$ cat src/rtl/stio_pkg.sv
package stio_pkg;

  localparam int NWIN = 5;
  localparam int NTGT = 6;

  localparam int W_P_CMD = 0;
  localparam int W_P_CTL = 1;
  localparam int W_S_CMD = 2;
  localparam int W_S_CTL = 3;
  localparam int W_BM    = 4;

  localparam int T_BM0 = 4;
  localparam int T_BM1 = 5;

  localparam int DRV_SEL_OFF = 6;
  localparam int DRV_SEL_BIT = 4;

  function automatic logic size_legal(input logic [2:0] sz);
    return (sz == 3'd1) || (sz == 3'd2) || (sz == 3'd4);
  endfunction

endpackage

$ cat src/rtl/stio_base_bank.sv
module stio_base_bank
  import stio_pkg::*;
#(
  parameter int AW = 16
) (
  input  logic                     clk,
  input  logic                     rst_n,
  input  logic                     wr_en,
  input  logic [2:0]               wr_idx,
  input  logic [AW-1:0]            wr_val,
  output logic [NWIN-1:0][AW-1:0]  base_o
);

  for (genvar i = 0; i < NWIN; i++) begin : g_win
    logic [AW-1:0] q;
    logic [AW-1:0] d;
    logic          ld;

    assign ld = wr_en && (wr_idx == 3'(i)) && (wr_val != '0);

    always_comb begin
      d = q;
      if (ld) d = wr_val;
    end

    always_ff @(posedge clk or negedge rst_n) begin
      if (!rst_n) q <= '0;
      else        q <= d;
    end

    assign base_o[i] = q;
  end

endmodule

$ cat src/rtl/stio_win_match.sv
module stio_win_match
  import stio_pkg::*;
#(
  parameter int AW       = 16,
  parameter int CMD_SPAN = 16,
  parameter int CTL_SPAN = 4,
  parameter int BM_SPAN  = 16
) (
  input  logic [AW-1:0]            addr,
  input  logic [NWIN-1:0][AW-1:0]  base,
  output logic [NWIN-1:0]          hit,
  output logic [NWIN-1:0][AW-1:0]  rel
);

  for (genvar i = 0; i < NWIN; i++) begin : g_cmp
    localparam int SPAN = (i == W_BM) ? BM_SPAN :
                          ((i == W_P_CTL) || (i == W_S_CTL)) ? CTL_SPAN : CMD_SPAN;
    localparam logic [AW-1:0] SPAN_V = AW'(SPAN);

    assign rel[i] = addr - base[i];
    assign hit[i] = (addr >= base[i]) && (rel[i] < SPAN_V);
  end

endmodule

$ cat src/rtl/stio_drive_track.sv
module stio_drive_track #(
  parameter int NCH = 2
) (
  input  logic           clk,
  input  logic           rst_n,
  input  logic [NCH-1:0] upd,
  input  logic [NCH-1:0] val,
  output logic [NCH-1:0] cur
);

  for (genvar c = 0; c < NCH; c++) begin : g_ch
    logic q;
    logic d;

    always_comb begin
      d = q;
      if (upd[c]) d = val[c];
    end

    always_ff @(posedge clk or negedge rst_n) begin
      if (!rst_n) q <= 1'b0;
      else        q <= d;
    end

    assign cur[c] = q;
  end

endmodule

$ cat src/rtl/stio_io_decode.sv
module stio_io_decode
  import stio_pkg::*;
#(
  parameter int AW            = 16,
  parameter int DW            = 32,
  parameter int OFF_W         = 8,
  parameter int CMD_SPAN      = 16,
  parameter int CTL_SPAN      = 4,
  parameter int BM_SPAN       = 16,
  parameter int PRI_CMD_SHIFT = 1,
  parameter int PRI_CTL_ADD   = 2
) (
  input  logic             clk,
  input  logic             rst_n,
  input  logic             io_en,
  input  logic             bm_en,
  input  logic [3:0]       drv_present,
  input  logic             base_we,
  input  logic [2:0]       base_sel,
  input  logic [AW-1:0]    base_wdata,
  input  logic             req_valid,
  input  logic             req_write,
  input  logic [2:0]       req_size,
  input  logic [AW-1:0]    req_addr,
  input  logic [DW-1:0]    req_wdata,
  output logic [5:0]       tgt_sel,
  output logic [OFF_W-1:0] tgt_offset,
  output logic             tgt_drive,
  output logic             tgt_write,
  output logic [2:0]       tgt_size,
  output logic [DW-1:0]    tgt_wdata,
  output logic [1:0]       drv_sel,
  output logic             zero_ack,
  output logic             err_addr,
  output logic             err_size
);

  localparam int NCH = 2;
  localparam int BM_CH_SPAN = BM_SPAN / 2;
  localparam logic [AW-1:0] BM_HALF = AW'(BM_CH_SPAN);
  localparam logic [AW-1:0] SEL_OFF = AW'(DRV_SEL_OFF);

  logic [NWIN-1:0][AW-1:0] base_q;
  logic [NWIN-1:0]         hit;
  logic [NWIN-1:0][AW-1:0] rel;
  logic [NWIN-1:0]         win_oh;

  stio_base_bank #(.AW(AW)) u_bases (
    .clk    (clk),
    .rst_n  (rst_n),
    .wr_en  (base_we),
    .wr_idx (base_sel),
    .wr_val (base_wdata),
    .base_o (base_q)
  );

  stio_win_match #(
    .AW(AW), .CMD_SPAN(CMD_SPAN), .CTL_SPAN(CTL_SPAN), .BM_SPAN(BM_SPAN)
  ) u_match (
    .addr (req_addr),
    .base (base_q),
    .hit  (hit),
    .rel  (rel)
  );

  // fixed-priority pick among overlapping windows
  always_comb begin
    logic found;
    found  = 1'b0;
    win_oh = '0;
    for (int i = 0; i < NWIN; i++) begin
      if (hit[i] && !found) begin
        win_oh[i] = 1'b1;
        found     = 1'b1;
      end
    end
  end

  logic          any_hit, is_bm, bm_hi, is_cmd, is_drvwin, ch_idx;
  logic [AW-1:0] bm_rel, off_full;

  assign any_hit   = |hit;
  assign is_bm     = win_oh[W_BM];
  assign bm_rel    = rel[W_BM];
  assign bm_hi     = is_bm && (bm_rel >= BM_HALF);
  assign is_cmd    = win_oh[W_P_CMD] | win_oh[W_S_CMD];
  assign is_drvwin = |win_oh[W_S_CTL:W_P_CMD];
  assign ch_idx    = win_oh[W_S_CMD] | win_oh[W_S_CTL] | bm_hi;

  always_comb begin
    if (win_oh[W_P_CMD])      off_full = rel[W_P_CMD] >> PRI_CMD_SHIFT;
    else if (win_oh[W_P_CTL]) off_full = rel[W_P_CTL] + AW'(PRI_CTL_ADD);
    else if (win_oh[W_S_CMD]) off_full = rel[W_S_CMD];
    else if (win_oh[W_S_CTL]) off_full = rel[W_S_CTL];
    else if (bm_hi)           off_full = bm_rel - BM_HALF;
    else                      off_full = bm_rel;
  end

  // request qualification and drive-select snoop
  logic           sz_ok, legal, snoop, eff_drv, present;
  logic [NCH-1:0] sel_upd, sel_val;

  assign sz_ok   = size_legal(req_size);
  assign legal   = req_valid && sz_ok && io_en;
  assign snoop   = legal && is_cmd && req_write && (off_full == SEL_OFF);
  assign sel_upd = snoop ? (NCH'(1) << ch_idx) : '0;
  assign sel_val = {NCH{req_wdata[DRV_SEL_BIT]}};

  stio_drive_track #(.NCH(NCH)) u_drv (
    .clk   (clk),
    .rst_n (rst_n),
    .upd   (sel_upd),
    .val   (sel_val),
    .cur   (drv_sel)
  );

  assign eff_drv = snoop ? req_wdata[DRV_SEL_BIT] : drv_sel[ch_idx];
  assign present = drv_present[{ch_idx, eff_drv}];

  // outcome classification
  logic size_bad, io_off, bm_block, absent, is_byte, fwd;
  logic [5:0] tgt_oh;

  assign size_bad = req_valid && !sz_ok;
  assign io_off   = req_valid && sz_ok && !io_en;
  assign bm_block = legal && is_bm && req_write && !bm_en;
  assign absent   = legal && is_drvwin && !present;
  assign is_byte  = (req_size == 3'd1);
  assign fwd      = legal && any_hit && !bm_block && !absent;

  assign tgt_oh = {is_bm && bm_hi, is_bm && !bm_hi, win_oh[W_S_CTL:W_P_CMD]};

  assign tgt_sel    = fwd ? tgt_oh : '0;
  assign tgt_offset = off_full[OFF_W-1:0];
  assign tgt_drive  = eff_drv;
  assign tgt_write  = req_write;
  assign tgt_size   = req_size;
  assign tgt_wdata  = req_wdata;

  assign zero_ack = io_off || bm_block || (absent && is_byte);
  assign err_addr = legal && !any_hit;
  assign err_size = size_bad || (absent && !is_byte);

endmodule

$ cat config.mk
export PLATFORM = sky130hd
export DESIGN_NAME = stio_io_decode
export DESIGN_NICKNAME = d
export VERILOG_FILES = /design/src/rtl/stio_pkg.sv /design/src/rtl/stio_base_bank.sv /design/src/rtl/stio_win_match.sv /design/src/rtl/stio_drive_track.sv /design/src/rtl/stio_io_decode.sv
export SDC_FILE = /design/constraint.sdc
export NUM_CORES = 1
export LEC_CHECK = 0
export ABC_AREA = 1
export BUFFER_PORTS_ARGS = -buffer_cell sky130_fd_sc_hd__buf_4
export CAP_MARGIN = 0
export CORE_ASPECT_RATIO = 1.75
export CORE_MARGIN = 5
export CORE_UTILIZATION = 50
export DETAILED_ROUTE_END_ITERATION = 8
export PLACE_DENSITY_LB_ADDON = 0.2
export SLEW_MARGIN = 10
export SYNTH_ARGS = -nofsm -noshare
export SYNTH_HDL_FRONTEND = slang
export SYNTH_SLANG_ARGS = --single-unit
export TNS_END_PERCENT = 1
$ cat constraint.sdc
create_clock -name clk -period 5.2 [get_ports clk]
set_clock_uncertainty 0.1 [all_clocks]
set_input_delay 0.78 -clock clk [delete_from_list [all_inputs] [get_ports clk]]
set_output_delay 0.78 -clock clk [all_outputs]
set_load 0.02 [all_outputs]
After elaboration in Yosys (flattened, before gate mapping):

Index checks and enable logic that the tools add are counted.

* add/subtract/negate cells: 7
* $lt $le $gt $ge: 13
* equality and inequality tests: 8
* shift-type cells: 1
* mux-type cells: 20
* bitwise gates (word level): 3
* reductions and logical operators: 62

Operator list (number)
* 16-bit >= comparator: 5
* 16-bit 2-to-1 mux: 5
* 16-bit subtractor: 5
* 16-bit by 5-bit less-than comparator with 1-bit output, second input constant: 3
* 1-bit logical AND: 40
* 16-bit by 3-bit less-than comparator with 1-bit output, second input constant: 2
* 16-bit by 2-bit adder with 16-bit output, second input constant: 1
* 16-bit by 3-bit equality test with 1-bit output, second input constant: 1
* 16-bit by 4-bit >= comparator with 1-bit output, second input constant: 1
* 16-bit nonzero test: 1
* 16-bit by 4-bit subtractor with 16-bit output, second input constant: 1
* 1-bit logical NOT: 13
* 1-bit 2-to-1 mux: 12
* 3-bit by 2-bit equality test with 1-bit output, second input constant: 3
* 3-bit by 1-bit equality test with 1-bit output, second input constant: 2
* 3-bit equality test, second input constant: 2
* 6-bit 2-to-1 mux: 1
* 1-bit logical OR: 5
* 5-bit OR reduction: 1
* 4-bit OR reduction: 1
* 3-bit logical NOT: 1
* 2-bit by 3-bit less-than comparator with 1-bit output, second input constant: 1
* 1-bit bitwise OR: 3
* 1-bit binary-select mux with 2-bit select: 1
* other kinds (3): 3

* bits in registers: 82
* input bits: 81
* output and inout bits: 56

Depth between registers and ports, before layout:

* depth in word-level cells: 32
* gate-level depth with buffers: 32
* depth with buffers taken out: 32

Cells and area by module:

Synthesis repeated with hierarchy kept, for this count alone.

* cell total of the unflattened synthesis: 1857
* area, all modules: 10785.3 um2

Modules (own cells, without submodules)
* stio_win_match: instances 1, cells an instance 1148, area each 5703.0 um2, seq. area each 0.0 um2
* stio_base_bank: instances 1, cells an instance 370, area each 3305.7 um2, seq. area each 2001.9 um2
* stio_io_decode: instances 1, cells an instance 327, area each 1681.6 um2, seq. area each 0.0 um2
* stio_drive_track: instances 1, cells an instance 12, area each 95.1 um2, seq. area each 50.0 um2

Worst setup path after synthesis:

No wires, ideal clock.

* path type: input port to output port
* start: input port req_addr[0]
* end: output port tgt_sel[0]
* data arrival time: 3.939 ns
* slack: 0.381 ns
* cell stages on the path: 31
* path buffers: 0
* cells stage by stage: inv_1 -> ha_1 -> inv_1 -> fa_1 -> nand3_1 -> nand3_1 -> nand2_1 -> nand2_1 -> nand2_1 -> nand2_1 -> nand2_1 -> nand2_1 -> nand2_1 -> nor2_1 -> nand4_1 -> clkinv_1 -> nand2_4 -> nand2_1 -> nand2_1 -> nand2_1 -> nand3_2 -> nand2_4 -> nor2_8 -> nand3_4 -> nand2_4 -> nand2_4 -> nand2_1 -> nand3_2 -> nand3_2 -> nand2_4 -> nor2_1

* word-level cells in the longest chain between the ends: 32

Ends and longest elaborated chain
* from (decl): RTL line stio_io_decode.sv:24 `input logic [AW-1:0] req_addr,`
* 16-bit subtractor: RTL line stio_win_match.sv:20 `assign rel[i] = addr - base[i];`
* 16-bit by 5-bit less-than comparator with 1-bit output: RTL line stio_win_match.sv:21 `assign hit[i] = (addr >= base[i]) && (rel[i] < SPAN_V);`
* 1-bit logical AND: RTL line stio_win_match.sv:21
* 1-bit 2-to-1 mux: RTL line stio_io_decode.sv:72 `if (hit[i] && !found) begin`
* 1-bit logical NOT: RTL line stio_io_decode.sv:72
* 1-bit logical AND: RTL line stio_io_decode.sv:72
* 1-bit 2-to-1 mux: RTL line stio_io_decode.sv:72
* 1-bit logical NOT: RTL line stio_io_decode.sv:72
* [... 14 more ...]
* net tgt_offset[2]: RTL line stio_io_decode.sv:27 `output logic [OFF_W-1:0] tgt_offset,`
* [... 3 more ...]
* net tgt_drive: RTL line stio_io_decode.sv:28 `output logic tgt_drive,`
* 1-bit binary-select mux with 2-bit select (*): RTL line stio_io_decode.sv:118 `assign present = drv_present[{ch_idx, eff_drv}];`
* 1-bit 2-to-1 mux (implied by the code) (*): RTL line stio_io_decode.sv:118
* 1-bit logical NOT (*): RTL line stio_io_decode.sv:127 `assign absent = legal && is_drvwin && !present;`
* 1-bit logical AND (*): RTL line stio_io_decode.sv:127
* 1-bit logical NOT (*): RTL line stio_io_decode.sv:129 `assign fwd = legal && any_hit && !bm_block && !absent;`
* 1-bit logical AND (*): RTL line stio_io_decode.sv:129
* 6-bit 2-to-1 mux (*): RTL line stio_io_decode.sv:133 `assign tgt_sel = fwd ? tgt_oh : '0;`
* to (decl): RTL line stio_io_decode.sv:26 `output logic [5:0] tgt_sel,`

Mark *: on every way through the listed nets, which the timed path passes. The rest lies on a longest branch. The select of a mux whose other input is x is not followed.

Worst setup path after layout:

* start: input port req_addr[0]
* end: output port tgt_sel[0]

* word-level cells in the longest chain between the ends: 32

Ends and longest elaborated chain
* 16-bit subtractor: RTL line stio_win_match.sv:20
* 16-bit by 5-bit less-than comparator with 1-bit output: RTL line stio_win_match.sv:21
* 1-bit logical AND: RTL line stio_win_match.sv:21
* 1-bit 2-to-1 mux: RTL line stio_io_decode.sv:72
* 1-bit logical NOT: RTL line stio_io_decode.sv:72
* 1-bit logical AND: RTL line stio_io_decode.sv:72
* 1-bit 2-to-1 mux: RTL line stio_io_decode.sv:72
* 1-bit logical NOT: RTL line stio_io_decode.sv:72
* [... 16 more ...]
* 1-bit 2-to-1 mux: RTL line stio_io_decode.sv:117 `assign eff_drv = snoop ? req_wdata[DRV_SEL_BIT] : drv_sel[ch_idx];`
* 1-bit binary-select mux with 2-bit select: RTL line stio_io_decode.sv:118
* 1-bit 2-to-1 mux (implied by the code): RTL line stio_io_decode.sv:118
* 1-bit logical NOT: RTL line stio_io_decode.sv:127
* 1-bit logical AND: RTL line stio_io_decode.sv:127
* 1-bit logical NOT: RTL line stio_io_decode.sv:129
* 1-bit logical AND: RTL line stio_io_decode.sv:129
* 6-bit 2-to-1 mux (*): RTL line stio_io_decode.sv:133

Mark *: on every way between the ends. The rest lies on a longest branch, timed or not. The select of a mux whose other input is x is not followed.

==> flow_metrics.tcl <==
set metrics [dict create \
    place_congestion 0.950 \
    syn_inst 1692 \
    synth_top_area_cell "nand2_1" \
    setup_slack_ns -0.122 \
    seq_area_mm2 0.00205 \
    r2r_cells 22 \
    setup_viol_count_final 8 \
    ys_seq_elements 82 \
    grt-ovfl-total 0 \
    drv_slew 0 \
    die_h_um 198 \
    clk_latency_ns 0.35 \
    hpwl_um 25600 \
    firstDrtPassIters 5 \
    rsz0062_at_grt "true" \
    startpoint_type "primary input" \
    syn_area_mm2 0.0100 \
    tns_ns -0.838 \
    reg2reg_slack_ns 1.52 \
    grt_antenna_before_repair 0 \
    relSlewSlack_pct 24.7 \
    multi_input_area_mm2 0.00648 \
    groute.usage.overall_pct 27.9 \
    ant_nets 0 \
    cts_tree "built" \
    antenna_cells 0 \
    ioPinCount 137 \
    ys.flop_type "dfrtp_1" \
    final_common_cell "nand2_1" \
    slowest_delay_ns 0.36 \
    synth_seq_area_share_pct 20.4 \
    ys_warn_count 0 \
    cts_made_buffers 9 \
    p_per_area_mw_per_mm2 321 \
    hold_violations 0 \
    n_fill_cell 2036 \
    die_w_um 117 \
    grt_pass1_vias 10457 \
    worstReg2RegEnd "u_drv.g_ch[1].q" \
    worst_setup_path_end_kind "output port" \
    grt_max_degree 63 \
    fin_area_mm2 0.0114 \
    synthArstFlopShare_pct 100 \
    peakVddDrop_mv 0.239 \
    fmaxAchievable_mhz 188 \
    synth_top_area_share_pct 22.0 \
    wire_per_inst_um 15.5 \
    initial_utilization_pct 50.9 \
    dpl.cell_count 2006 \
    outcome "complete, but fails checks" \
    synth_cell_types 45 \
    power.leakage_nw 6.65 \
    drive_above_1_share_pct 13.6 \
    layout.cells.non_filler 2028 \
    fp.coreArea_mm2 0.0197 \
    path_delay_family "simple AND/OR/NAND/NOR gates" \
    min_period_ns 5.32 \
    drv_cap 0 \
    criticalPathCategory "primary input to output port" \
    cts_buffer_depth 2 \
    clock-root-buffer "clkbuf_16" \
    synth.avg_cell_area_um2 5.94 \
    area_growth_pct 14.0 \
    violations "negative setup slack" \
    via_per_inst 5.25 \
    vias 10645 \
    final_cell_mix "583 x nand2_1, 334 x inv_1, 128 x buf_4, 108 x nand3_1, 91 x o21ai_0" \
    io_buffers 74 \
    fin_util_pct 58.0 \
    cp_max_fo 7 \
    syn-num-nets 1861 \
    clkSlewWorstSetupHoldPaths_ns 0.07 \
    synth-edff-count 0 \
    die_area_mm2 0.0231 \
    period_share_pct 102 \
    nets 1948 \
    rows 68 \
    placed_cell_area_mm2 0.0109 \
    cts.sinks 82 \
    drt_iter0_drc 606 \
    crit_top_cell "nand2_1" \
    hp-class "primary input to async pin" \
    crit_arrival_ns 4.44 \
    grt_pass1_wl_um 50100 \
    synthTopCellsByArea "nand2_1 22%, dfrtp_1 20%, inv_1 13%, ha_1 10%, nand3_1 5.7%" \
    routed_wl_um 31500 \
    critPathRequiredTime_ns 4.32 \
    drc 0 \
    cp_num_buf_inv 6 \
    finalPower_w 0.00368 \
    reg2reg_from "u_bases.g_win[3].q[0]" \
    htreeDepth 3 \
    tightest_slew_ns 1.13 \
    slowest_stage "fa_2" \
]
==> sequential cells by signal (all words and copies together) (netlist names) <==
signal           flops
u_bases.g_win.q     80
u_drv.g_ch.q         2
==> final cells by class <==
cell class                 count  share of cell area (%)
clock buffer                   9                    1.97
timing repair buffer         129                    8.57
sequential                    82                    17.9
multi-input combinational   1209                    56.6
inverter                     348                    11.4
clock inverter                 6                   0.787
tap                          245                    2.68
==> kinds of logic after synthesis <==
logic type / share of synthesized area, %
AOI/OAI and AO/OA: 8.32
xor gates and xnor gates: 2.08
adders and majority gates: 11.3
buffers and inverters: 16.4
DFF: 20.4
and+or+nand+nor: 41.4
==> worst register-to-register path: cells and delay by family (launching register included) <==
family                   cells  cell delay (ns)
AND/OR/NAND/NOR             12             1.68
adder cells (fa/ha/maj)      2             0.59
flip-flops                   1             0.35
buffers and inverters        5             0.57
AO/OA/AOI/OAI                3             0.27
==> metal layers <==
metal	GRT usage (%)	routed length (µm)	vias up
met2	50.3	15700	310
met5	0	0	-
met1	29.8	11900	4806
met4	18.2	2350	0
li1	-	-	5417
met3	2.88	1480	112
==> how the worst max path moves through the flow <==
stage / start / end / slack [ns] / cells after the start
after floorplan: req_addr[0] / tgt_sel[0] / 0.38 / 31
after global placement: req_addr[0] / tgt_sel[0] / -0.1 / 29
after detailed placement: req_addr[0] / tgt_sel[0] / -0.17 / 26
after CTS: req_addr[0] / tgt_sel[0] / -0.09 / 31
after global routing: req_addr[0] / tgt_sel[0] / -0.34 / 31
final: req_addr[0] / tgt_sel[0] / -0.12 / 30
==> metrics by stage <==
step,worst slack (ns),hold slack (ns)
CTS,-0.0917,0.218
global route,-0.341,0.241
floorplan,0.381,0.353
detailed placement,-0.173,0.373
finish,-0.122,0.217
global placement,-0.0967,0.366
==> Yosys cell counts, types with 3 or more instances <==
cell / instances
dfrtp_1: 82
o21ai_0: 91
nand4_1: 38
nand2_1: 589
nand3_1: 114
nor4_1: 7
inv_2: 10
clkbuf_1: 14
a21oi_2: 3
xnor2_1: 12
a21oi_1: 52
and2_1: 8
xor2_1: 10
nor3_1: 14
or2_1: 3
inv_1: 337
o211ai_1: 4
nor2_1: 96
nand3_2: 9
nand2_2: 16
fa_1: 5
nand2_4: 8
ha_1: 83
buf_4: 38
nand3b_1: 16
nor2_2: 10
==> what timing repair did <==
action	CTS	global route
pin swaps	6	5
cloned	0	0
hold endpoints to repair	0	0
buffers inserted	5	2
resized for setup	18	20
hold buffers	0	0
endpoints found under the setup margin	8	11
==> report_power, final <==
| group | total [W] | switching, W | internal, W | leakage (nW) |
|---|---|---|---|---|
| Clock | 0.000714 | 0.000292 | 0.000421 | 0.152 |
| Combinational | 0.00214 | 0.00136 | 0.000784 | 5.46 |
| Sequential | 0.000825 | 0.0000702 | 0.000755 | 1.03 |
(Power assumes the default switching activity.)
